## src/rtl/sram_ctrl_pkg.sv

```systemverilog
package sram_ctrl_pkg;

  typedef enum logic [2:0] {
    ST_IDLE,
    ST_RD_TURN,
    ST_RD_ACC,
    ST_WR_SETUP,
    ST_WR_PULSE,
    ST_WR_HOLD
  } seq_state_e;

  // ceiling of a nanosecond limit over the clock period
  function automatic int ns_to_cyc(input int ns, input int period_ns);
    if (ns <= 0) return 0;
    return (ns + period_ns - 1) / period_ns;
  endfunction

  function automatic int imax(input int a, input int b);
    return (a > b) ? a : b;
  endfunction

endpackage

```

## src/rtl/sram_phase_timer.sv

```systemverilog
module sram_phase_timer #(
  parameter int W = 4
) (
  input  logic         clk,
  input  logic         rst_n,
  input  logic         load,
  input  logic [W-1:0] load_val,
  output logic         cnt_last,
  output logic         cnt_zero
);
  logic [W-1:0] cnt_q;

  always_ff @(posedge clk or negedge rst_n) begin
    if (!rst_n)             cnt_q <= '0;
    else if (load)          cnt_q <= load_val;
    else if (cnt_q != '0)   cnt_q <= cnt_q - 1'b1;
  end

  assign cnt_last = (cnt_q == W'(1));
  assign cnt_zero = (cnt_q == '0);

  // an expired count stays expired until reloaded
  cnt_no_wrap_chk: assert property (@(posedge clk) disable iff (!rst_n)
    (cnt_zero && !load) |=> cnt_zero);

endmodule

```

## src/rtl/sram_rsp_stage.sv

```systemverilog
module sram_rsp_stage #(
  parameter int DATA_W = 8
) (
  input  logic              clk,
  input  logic              rst_n,
  input  logic              capture,
  input  logic              wr_done,
  input  logic [DATA_W-1:0] dq_in,
  output logic              rsp_valid,
  output logic [DATA_W-1:0] rsp_rdata
);
  always_ff @(posedge clk or negedge rst_n) begin
    if (!rst_n) begin
      rsp_valid <= 1'b0;
      rsp_rdata <= '0;
    end else begin
      rsp_valid <= capture | wr_done;
      if (capture) rsp_rdata <= dq_in;
    end
  end

  // completion is a single-cycle pulse
  rsp_single_chk: assert property (@(posedge clk) disable iff (!rst_n)
    rsp_valid |=> !rsp_valid);

  // a read and a write never finish together
  done_excl_chk: assert property (@(posedge clk) disable iff (!rst_n)
    !(capture && wr_done));

endmodule

```

## src/rtl/sram_cycle_ctrl.sv

```systemverilog
module sram_cycle_ctrl
  import sram_ctrl_pkg::*;
#(
  parameter int ADDR_W   = 20,
  parameter int DATA_W   = 8,
  parameter int CLK_NS   = 10,
  parameter int T_ACC_NS = 70,
  parameter int T_OE_NS  = 35,
  parameter int T_WP_NS  = 55,
  parameter int T_WC_NS  = 70,
  parameter int T_DS_NS  = 30,
  parameter int T_DH_NS  = 10,
  parameter int T_WR_NS  = 5
) (
  input  logic              clk,
  input  logic              rst_n,
  input  logic              req_valid,
  output logic              req_ready,
  input  logic              req_write,
  input  logic [ADDR_W-1:0] req_addr,
  input  logic [DATA_W-1:0] req_wdata,
  output logic              rsp_valid,
  output logic [DATA_W-1:0] rsp_rdata,
  output logic [ADDR_W-1:0] mem_addr,
  output logic              mem_ce_n,
  output logic              mem_we_n,
  output logic              mem_oe_n,
  output logic [DATA_W-1:0] mem_dq_out,
  output logic              mem_dq_oe,
  input  logic [DATA_W-1:0] mem_dq_in
);
  localparam int C_ACC   = ns_to_cyc(T_ACC_NS, CLK_NS);
  localparam int C_OE    = ns_to_cyc(T_OE_NS, CLK_NS);
  localparam int C_WP    = ns_to_cyc(T_WP_NS, CLK_NS);
  localparam int C_WC    = ns_to_cyc(T_WC_NS, CLK_NS);
  localparam int C_DS    = ns_to_cyc(T_DS_NS, CLK_NS);
  localparam int C_WR    = ns_to_cyc(T_WR_NS, CLK_NS);
  // chip select already leads output enable by one cycle
  localparam int RD_CYC  = imax(imax(C_ACC - 1, C_OE), 1);
  localparam int WP_CYC  = imax(imax(C_WP, C_DS), 1);
  localparam int DH_CYC  = ns_to_cyc(T_DH_NS, CLK_NS);
  localparam int REC_CYC = imax(C_WR, C_WC - 1 - WP_CYC - DH_CYC);
  localparam int MAX_CYC = imax(imax(RD_CYC, WP_CYC), imax(DH_CYC, REC_CYC));
  localparam int TW      = imax($clog2(MAX_CYC + 1), 1);

  seq_state_e st_q, st_d;
  logic          accept;
  logic          ph_load, ph_last, ph_zero;
  logic [TW-1:0] ph_val;
  logic          rec_load, rec_last, rec_zero;
  logic          capture, wr_done;

  assign req_ready = (st_q == ST_IDLE) && rec_zero;
  assign accept    = req_valid && req_ready;

  always_comb begin
    st_d     = st_q;
    ph_load  = 1'b0;
    ph_val   = '0;
    rec_load = 1'b0;
    capture  = 1'b0;
    wr_done  = 1'b0;
    case (st_q)
      ST_IDLE:     if (accept) st_d = req_write ? ST_WR_SETUP : ST_RD_TURN;
      ST_RD_TURN: begin
        st_d    = ST_RD_ACC;
        ph_load = 1'b1;
        ph_val  = TW'(RD_CYC);
      end
      ST_RD_ACC:   if (ph_last) begin
        st_d    = ST_IDLE;
        capture = 1'b1;
      end
      ST_WR_SETUP: begin
        st_d    = ST_WR_PULSE;
        ph_load = 1'b1;
        ph_val  = TW'(WP_CYC);
      end
      ST_WR_PULSE: if (ph_last) begin
        if (DH_CYC > 0) begin
          st_d    = ST_WR_HOLD;
          ph_load = 1'b1;
          ph_val  = TW'(DH_CYC);
        end else begin
          st_d     = ST_IDLE;
          wr_done  = 1'b1;
          rec_load = 1'b1;
        end
      end
      ST_WR_HOLD:  if (ph_last) begin
        st_d     = ST_IDLE;
        wr_done  = 1'b1;
        rec_load = 1'b1;
      end
      default:     st_d = ST_IDLE;
    endcase
  end

  always_ff @(posedge clk or negedge rst_n) begin
    if (!rst_n) begin
      st_q       <= ST_IDLE;
      mem_addr   <= '0;
      mem_dq_out <= '0;
      mem_ce_n   <= 1'b1;
      mem_we_n   <= 1'b1;
      mem_oe_n   <= 1'b1;
      mem_dq_oe  <= 1'b0;
    end else begin
      st_q <= st_d;
      if (accept) begin
        mem_addr   <= req_addr;
        mem_dq_out <= req_wdata;
      end
      // strobes are registered from the next state: glitch-free pins
      mem_ce_n  <= (st_d == ST_IDLE);
      mem_oe_n  <= (st_d != ST_RD_ACC);
      mem_we_n  <= (st_d != ST_WR_PULSE);
      mem_dq_oe <= (st_d inside {ST_WR_PULSE, ST_WR_HOLD});
    end
  end

  sram_phase_timer #(.W(TW)) u_phase (
    .clk      (clk),
    .rst_n    (rst_n),
    .load     (ph_load),
    .load_val (ph_val),
    .cnt_last (ph_last),
    .cnt_zero (ph_zero)
  );

  sram_phase_timer #(.W(TW)) u_recover (
    .clk      (clk),
    .rst_n    (rst_n),
    .load     (rec_load),
    .load_val (TW'(REC_CYC)),
    .cnt_last (rec_last),
    .cnt_zero (rec_zero)
  );

  sram_rsp_stage #(.DATA_W(DATA_W)) u_rsp (
    .clk       (clk),
    .rst_n     (rst_n),
    .capture   (capture),
    .wr_done   (wr_done),
    .dq_in     (mem_dq_in),
    .rsp_valid (rsp_valid),
    .rsp_rdata (rsp_rdata)
  );


  no_oe_we_overlap_chk: assert property (@(posedge clk) disable iff (!rst_n)
    !(!mem_oe_n && !mem_we_n));


  drive_in_pulse_chk: assert property (@(posedge clk) disable iff (!rst_n)
    !mem_we_n |-> (mem_dq_oe && !mem_ce_n));


  read_no_drive_chk: assert property (@(posedge clk) disable iff (!rst_n)
    !mem_oe_n |-> (!mem_dq_oe && mem_we_n && !mem_ce_n));


  oe_after_ce_chk: assert property (@(posedge clk) disable iff (!rst_n)
    $fell(mem_oe_n) |-> ($past(!mem_ce_n) && $past(!mem_dq_oe)));


  bus_stable_chk: assert property (@(posedge clk) disable iff (!rst_n)
    (!mem_ce_n && $past(!mem_ce_n)) |-> ($stable(mem_addr) && $stable(mem_dq_out)));


  ready_only_idle_chk: assert property (@(posedge clk) disable iff (!rst_n)
    req_ready |-> (mem_ce_n && mem_we_n && mem_oe_n && !mem_dq_oe));

endmodule

```

## config.mk

```make
export PLATFORM = sky130hd
export DESIGN_NAME = sram_cycle_ctrl
export DESIGN_NICKNAME = d
export VERILOG_FILES = /design/src/rtl/sram_ctrl_pkg.sv /design/src/rtl/sram_phase_timer.sv /design/src/rtl/sram_rsp_stage.sv /design/src/rtl/sram_cycle_ctrl.sv
export SDC_FILE = /design/constraint.sdc
export NUM_CORES = 1
export LEC_CHECK = 0
export BUFFER_PORTS_ARGS = -buffer_cell sky130_fd_sc_hd__buf_2
export CAP_MARGIN = 20
export CORE_MARGIN = 8
export CORE_UTILIZATION = 55
export CTS_BUF_LIST = sky130_fd_sc_hd__clkbuf_4 sky130_fd_sc_hd__clkbuf_8
export CTS_CLUSTER_DIAMETER = 50
export CTS_CLUSTER_SIZE = 20
export DETAILED_ROUTE_END_ITERATION = 6
export PLACE_DENSITY = 0.88
export SYNTH_ARGS = -nofsm -noshare
export SYNTH_HDL_FRONTEND = slang
export SYNTH_SLANG_ARGS = --single-unit
```

## constraint.sdc

```tcl
create_clock -name clk -period 3.52 [get_ports clk]
set_input_delay 0.704 -clock clk [delete_from_list [all_inputs] [get_ports clk]]
set_output_delay 0.704 -clock clk [all_outputs]
set_load 0.005 [all_outputs]
```

; ---- After elaboration in Yosys (flattened, before gate mapping)
; Cells that the tools add are included.
; W data, S select, Z words.
[word_totals]
ff_bits = 50
input_bits = 40
out_inout_bits = 42
elab_cells = 51
[op_classes]
add_sub_neg = 2
n_eq_ne = 10
mux = 15
bitwise = 1
reduce_logical = 12
[ops]
columns = op, n
row1 = $mux W3, 7
row2 = $pmux W3 S5, 1
row3 = $eq A3 B3 Y1 const B, 4
row4 = $logic_not A3 Y1, 3
row5 = $eq A3 B1 Y1 const B, 2
row6 = $eq A3 B2 Y1 const B, 2
row7 = $pmux W3 S2, 1
row8 = $reduce_bool A2 Y1, 3
row9 = $reduce_bool A3 Y1, 2
row10 = $sub A3 B1 Y3 const B, 2
row11 = $mux W1, 4
row12 = $reduce_or A2 Y1, 2
row13 = $ne A3 B2 Y1 const B, 1
row14 = $ne A3 B3 Y1 const B, 1
row15 = $logic_and A1 B1 Y1, 2
row16 = $mux W2, 1
row17 = $pmux W1 S2, 1
row18 = $or A1 B1 Y1, 1

; ---- Depth between registers and ports, before layout
[depth]
ltp_word = 7
ltp_mapped = 6
ltp_nobuf = 5

; ---- By module
; A second synthesis with hierarchy kept.
[hier_totals]
cells_unflattened = 161
area_unflattened_um2 = 2327.2
[by_module_without_submodules]
columns = module, instances, cells_each, area_per_inst_um2
row1 = sram_cycle_ctrl, 1, 96, 1519.0
row2 = sram_phase_timer, 2, 23, 222.7
row3 = sram_rsp_stage, 1, 19, 362.8

; ---- Worst setup path after synthesis
; OpenSTA, ideal clock, no wires.
[synth_path]
kind = register to output
start = register u_recover.cnt_q[0]
end = output port req_ready
arrival_ns = 0.942
t_required_ns = 2.816
setup_slack_ns = 1.874
stages_incl_launch_ff = 5
cell_sequence = dfrtp_1 inv_1 ha_1 nand2b_1 nor4_1
[synth_between]
elab_chain_len = 2
[synth_rtl]
columns = element, line_no
row1 = "start, declared", sram_phase_timer.sv:11  ; logic [W-1:0] cnt_q;
row2 = "start signal, assigned", sram_phase_timer.sv:15  ; else if (load) cnt_q <= load_val;
row3 = "start signal, assigned", sram_phase_timer.sv:16  ; else if (cnt_q != '0) cnt_q <= cnt_q - 1'b1;
row4 = $logic_not A3 Y1, sram_phase_timer.sv:20  ; assign cnt_zero = (cnt_q == '0);
row5 = $logic_and A1 B1 Y1, sram_cycle_ctrl.sv:53  ; assign req_ready = (st_q == ST_IDLE) && rec_zero;
row6 = "end, declared", sram_cycle_ctrl.sv:18  ; output logic req_ready,
; Every way passes these cells.

; ---- Final worst setup path
; Ends and elaborated chain as after synthesis.

==> qor.csv <==
metric,value,unit
period_needed,2.19,ns
area_delta_synth_final,23.7,%
via_per_inst,5.10,
remaining_drc_errors,0,
r2r-start,u_recover.cnt_q[0]$_DFFE_PN0P_,
die_area,6330,um2
grt_pass1_wl,7650,um
p_comb_frac,0.426,
setup_viol_count_final,0,
cp.required,2.82,ns
dp_hpwl,3540,um
met2_length,2170,um
maxSlewHeadroom,0.346,
worstMarginPinSlew,0.978,ns
die_h,79.6,um
drt-total-wl,4680,um
clock_latency,0.30,ns
yosysSeqAreaShare,0.564,
ctsResizeCount,0,
port_buffers,81,
fillers,282,
p_sw_frac,0.317,
fin_setup_tns,0,ns
hp-class,in2async,
postSynthAreaPerCell,14.8,um2
diodes,0,
yosys.area.top_type,dfrtp_1,
htree_levels,2,
finalClockSkew,0.00467,ns
grt_max_degree,51,
antenna_left,0,
netlist_area,2220,um2
ioPinCount,82,
power.density,882,nW/um2
grt_pass1_vias,1641,
r2r_cells,5,
cts_root_buffer,clkbuf_8,
critical_path_arrival,1.49,ns
crit_type,reg2out,
synth.distinct_cells,33,
p_int,1.66,mW
ctsHoldBuffers,0,
power.leakage,1.49,nW
layout-drive-gt1-share,0.579,
num_vias,1443,
end_kind,output pin,
clkPwrFrac,0.140,
maxCapViolations,0,
synthTopCellsByCount,"dfrtp_1 (47), mux2_4 (27), mux2_2 (10)",
drtPass1Iterations,4,
fin_util,0.698,
async_flop_share,1.00,
synth_area_leaders,"dfrtp_1 (53%), mux2_4 (18%), mux2_2 (5.1%)",
cts_tree,done,
clkSinkCount,50,
overflow,0,
post_drt_wl_per_cell,16.5,um
yosysMostFrequentCell,dfrtp_1,
slew_viol_final,0,
drt-initial-drc-count,49,
ys_seq_elements,50,
fp-row-count,23,
cts_setup_buffers,0,
rsz0062_at_grt,no,
r2r_slack,1.38,ns
place.gp.congestion,0.711,
synth_flop_cell,dfrtp_1,
p_sw,0.767,mW
syn_inst,150,
clk_pin_slew,0.08,ns
status,"finished, final reports clean",
multi_input_area,893,um2
final.period_utilization,0.622,
max_freq,0.457,GHz
synth.net_count,195,
fin_nets,277,
cts_buffers,5,
grt_use_total,0.151,
placed_cells,274,
coreArea,3940,um2
antenna_found_initial,0,
top_layer_used,met4,
wl_met3,478,um
path_max_fanout,4,
seq_area,1250,um2
power_frac_seq,0.434,
clockBufferDepth,2,
synth.top_cell.area_share,0.529,
initial_core_util,0.564,
fin_cells,283,
critPathLaunchType,flip-flop,
die_w,79.6,um
synth_edf_count,0,
yosys_warnings,0,
hold_viol_final,0,
wl_met1,1950,um
r2r_end,mem_addr[12]$_DFFE_PN0P_,
ir_worst_vdd,0.474,mV
-- cells in the final DEF, fill, tap and decap left out --
master,Yosys,layout
nor4_1,1,1
and2b_1,2,2
mux2i_1,2,2
o21ai_0,2,2
a211oi_1,1,1
nand2_2,1,1
buf_2,3,81
nor2_1,4,4
o22ai_1,1,1
clkinvlp_4,0,1
and3_1,1,1
nor2b_1,3,3
or3_4,1,1
a21oi_1,4,4
nor3_1,1,1
nand2_1,4,4
clkinv_2,0,1
buf_12,0,1
clkbuf_8,0,6
dfrtp_1,47,47
dfstp_2,3,3
ha_1,5,5
mux2_4,27,27
and4bb_1,1,1
or2_2,1,1
nor2_8,1,1
inv_1,5,5
o21a_1,2,2
nand3_1,1,1
xnor2_1,3,3
nand2b_1,4,4
nand3_2,1,1
a21boi_0,1,1
mux2_2,10,10
a21o_1,3,3
-- flip-flops by register name, summed over array words and instances, names as in the netlist --
name and count:
mem_dq_out 8, mem_dq_oe 1, u_rsp.rsp_valid 1, mem_ce_n 1
u_phase.cnt_q 3, st_q 3, mem_addr 20, mem_we_n 1
mem_oe_n 1, u_rsp.rsp_rdata 8, u_recover.cnt_q 3
-- kinds of logic after synthesis --
group                      count (synthesis)  share of synthesized area
xor gates and xnor gates                   3                     0.0118
and+or+nand+nor                           27                     0.0799
AOI/OAI and AO/OA                         14                     0.0400
adders and majority gates                  5                     0.0281
muxes                                     39                      0.242
DFF                                       50                      0.564
buffers and inverters                     12                     0.0338
-- power by group through the flow --
| stage | Sequential [mW] | Combinational [mW] | Clock (mW) |
|---|---|---|---|
| 3_3_place_gp | 1.04 | 1.00 | 0 |
| 2_1_floorplan | 1.04 | 0.678 | 0 |
| 3_5_place_dp | 1.06 | 1.04 | 0 |
| 4_1_cts | 1.05 | 1.05 | 0.352 |
| 6_report | 1.05 | 1.03 | 0.339 |
| 5_1_grt | 1.09 | 1.14 | 0.378 |
-- how the worst max path moves through the flow --
stage / from / end / slack [ns] / cells past startpoint
6_report: u_recover.cnt_q[0]$_DFFE_PN0P_ / req_ready / 1.33 / 5
3_3_place_gp: req_valid / mem_addr[12]$_DFFE_PN0P_ / 1.29 / 4
5_1_grt: u_recover.cnt_q[0]$_DFFE_PN0P_ / req_ready / 1.22 / 5
2_1_floorplan: u_recover.cnt_q[0]$_DFFE_PN0P_ / req_ready / 1.87 / 4
3_5_place_dp: req_valid / mem_addr[12]$_DFFE_PN0P_ / 1.27 / 4
4_1_cts: u_recover.cnt_q[0]$_DFFE_PN0P_ / req_ready / 1.32 / 5
-- worst max-delay path: stages, from the launching register on --
cell and delay [ns]:
dfrtp_1 0.41, inv_1 0.10, ha_1 0.19, nand2b_1 0.13, nor4_1 0.20, buf_2 0.16
-- cell type report --
class                      instances  area share
clock inverter                     2     0.00455
sequential                        50       0.456
multi-input combinational         88       0.325
timing repair buffer              82       0.155
tap                               50      0.0227
inverter                           5     0.00682
clock buffer                       6      0.0300
-- through the flow --
step / setup WS, ns / total power, mW / instance area [um2] / hold WS, ns
3_3_place_gp: 1.29 / 2.05 / 2640 / 0.483
6_report: 1.33 / 2.42 / 2750 / 0.290
4_1_cts: 1.32 / 2.46 / 2730 / 0.511
3_5_place_dp: 1.27 / 2.11 / 2640 / 0.487
5_1_grt: 1.22 / 2.61 / 2750 / 0.295
2_1_floorplan: 1.87 / 1.72 / 2220 / 0.408
-- per-layer routing --
layer / global-route usage / up-vias
met2: 0.242 / 63
met5: 0 / -
met1: 0.180 / 693
met4: 0.0556 / 0
met3: 0.0563 / 8
li1: - / 679
No activity file was read; power rests on OpenSTA's default activity.
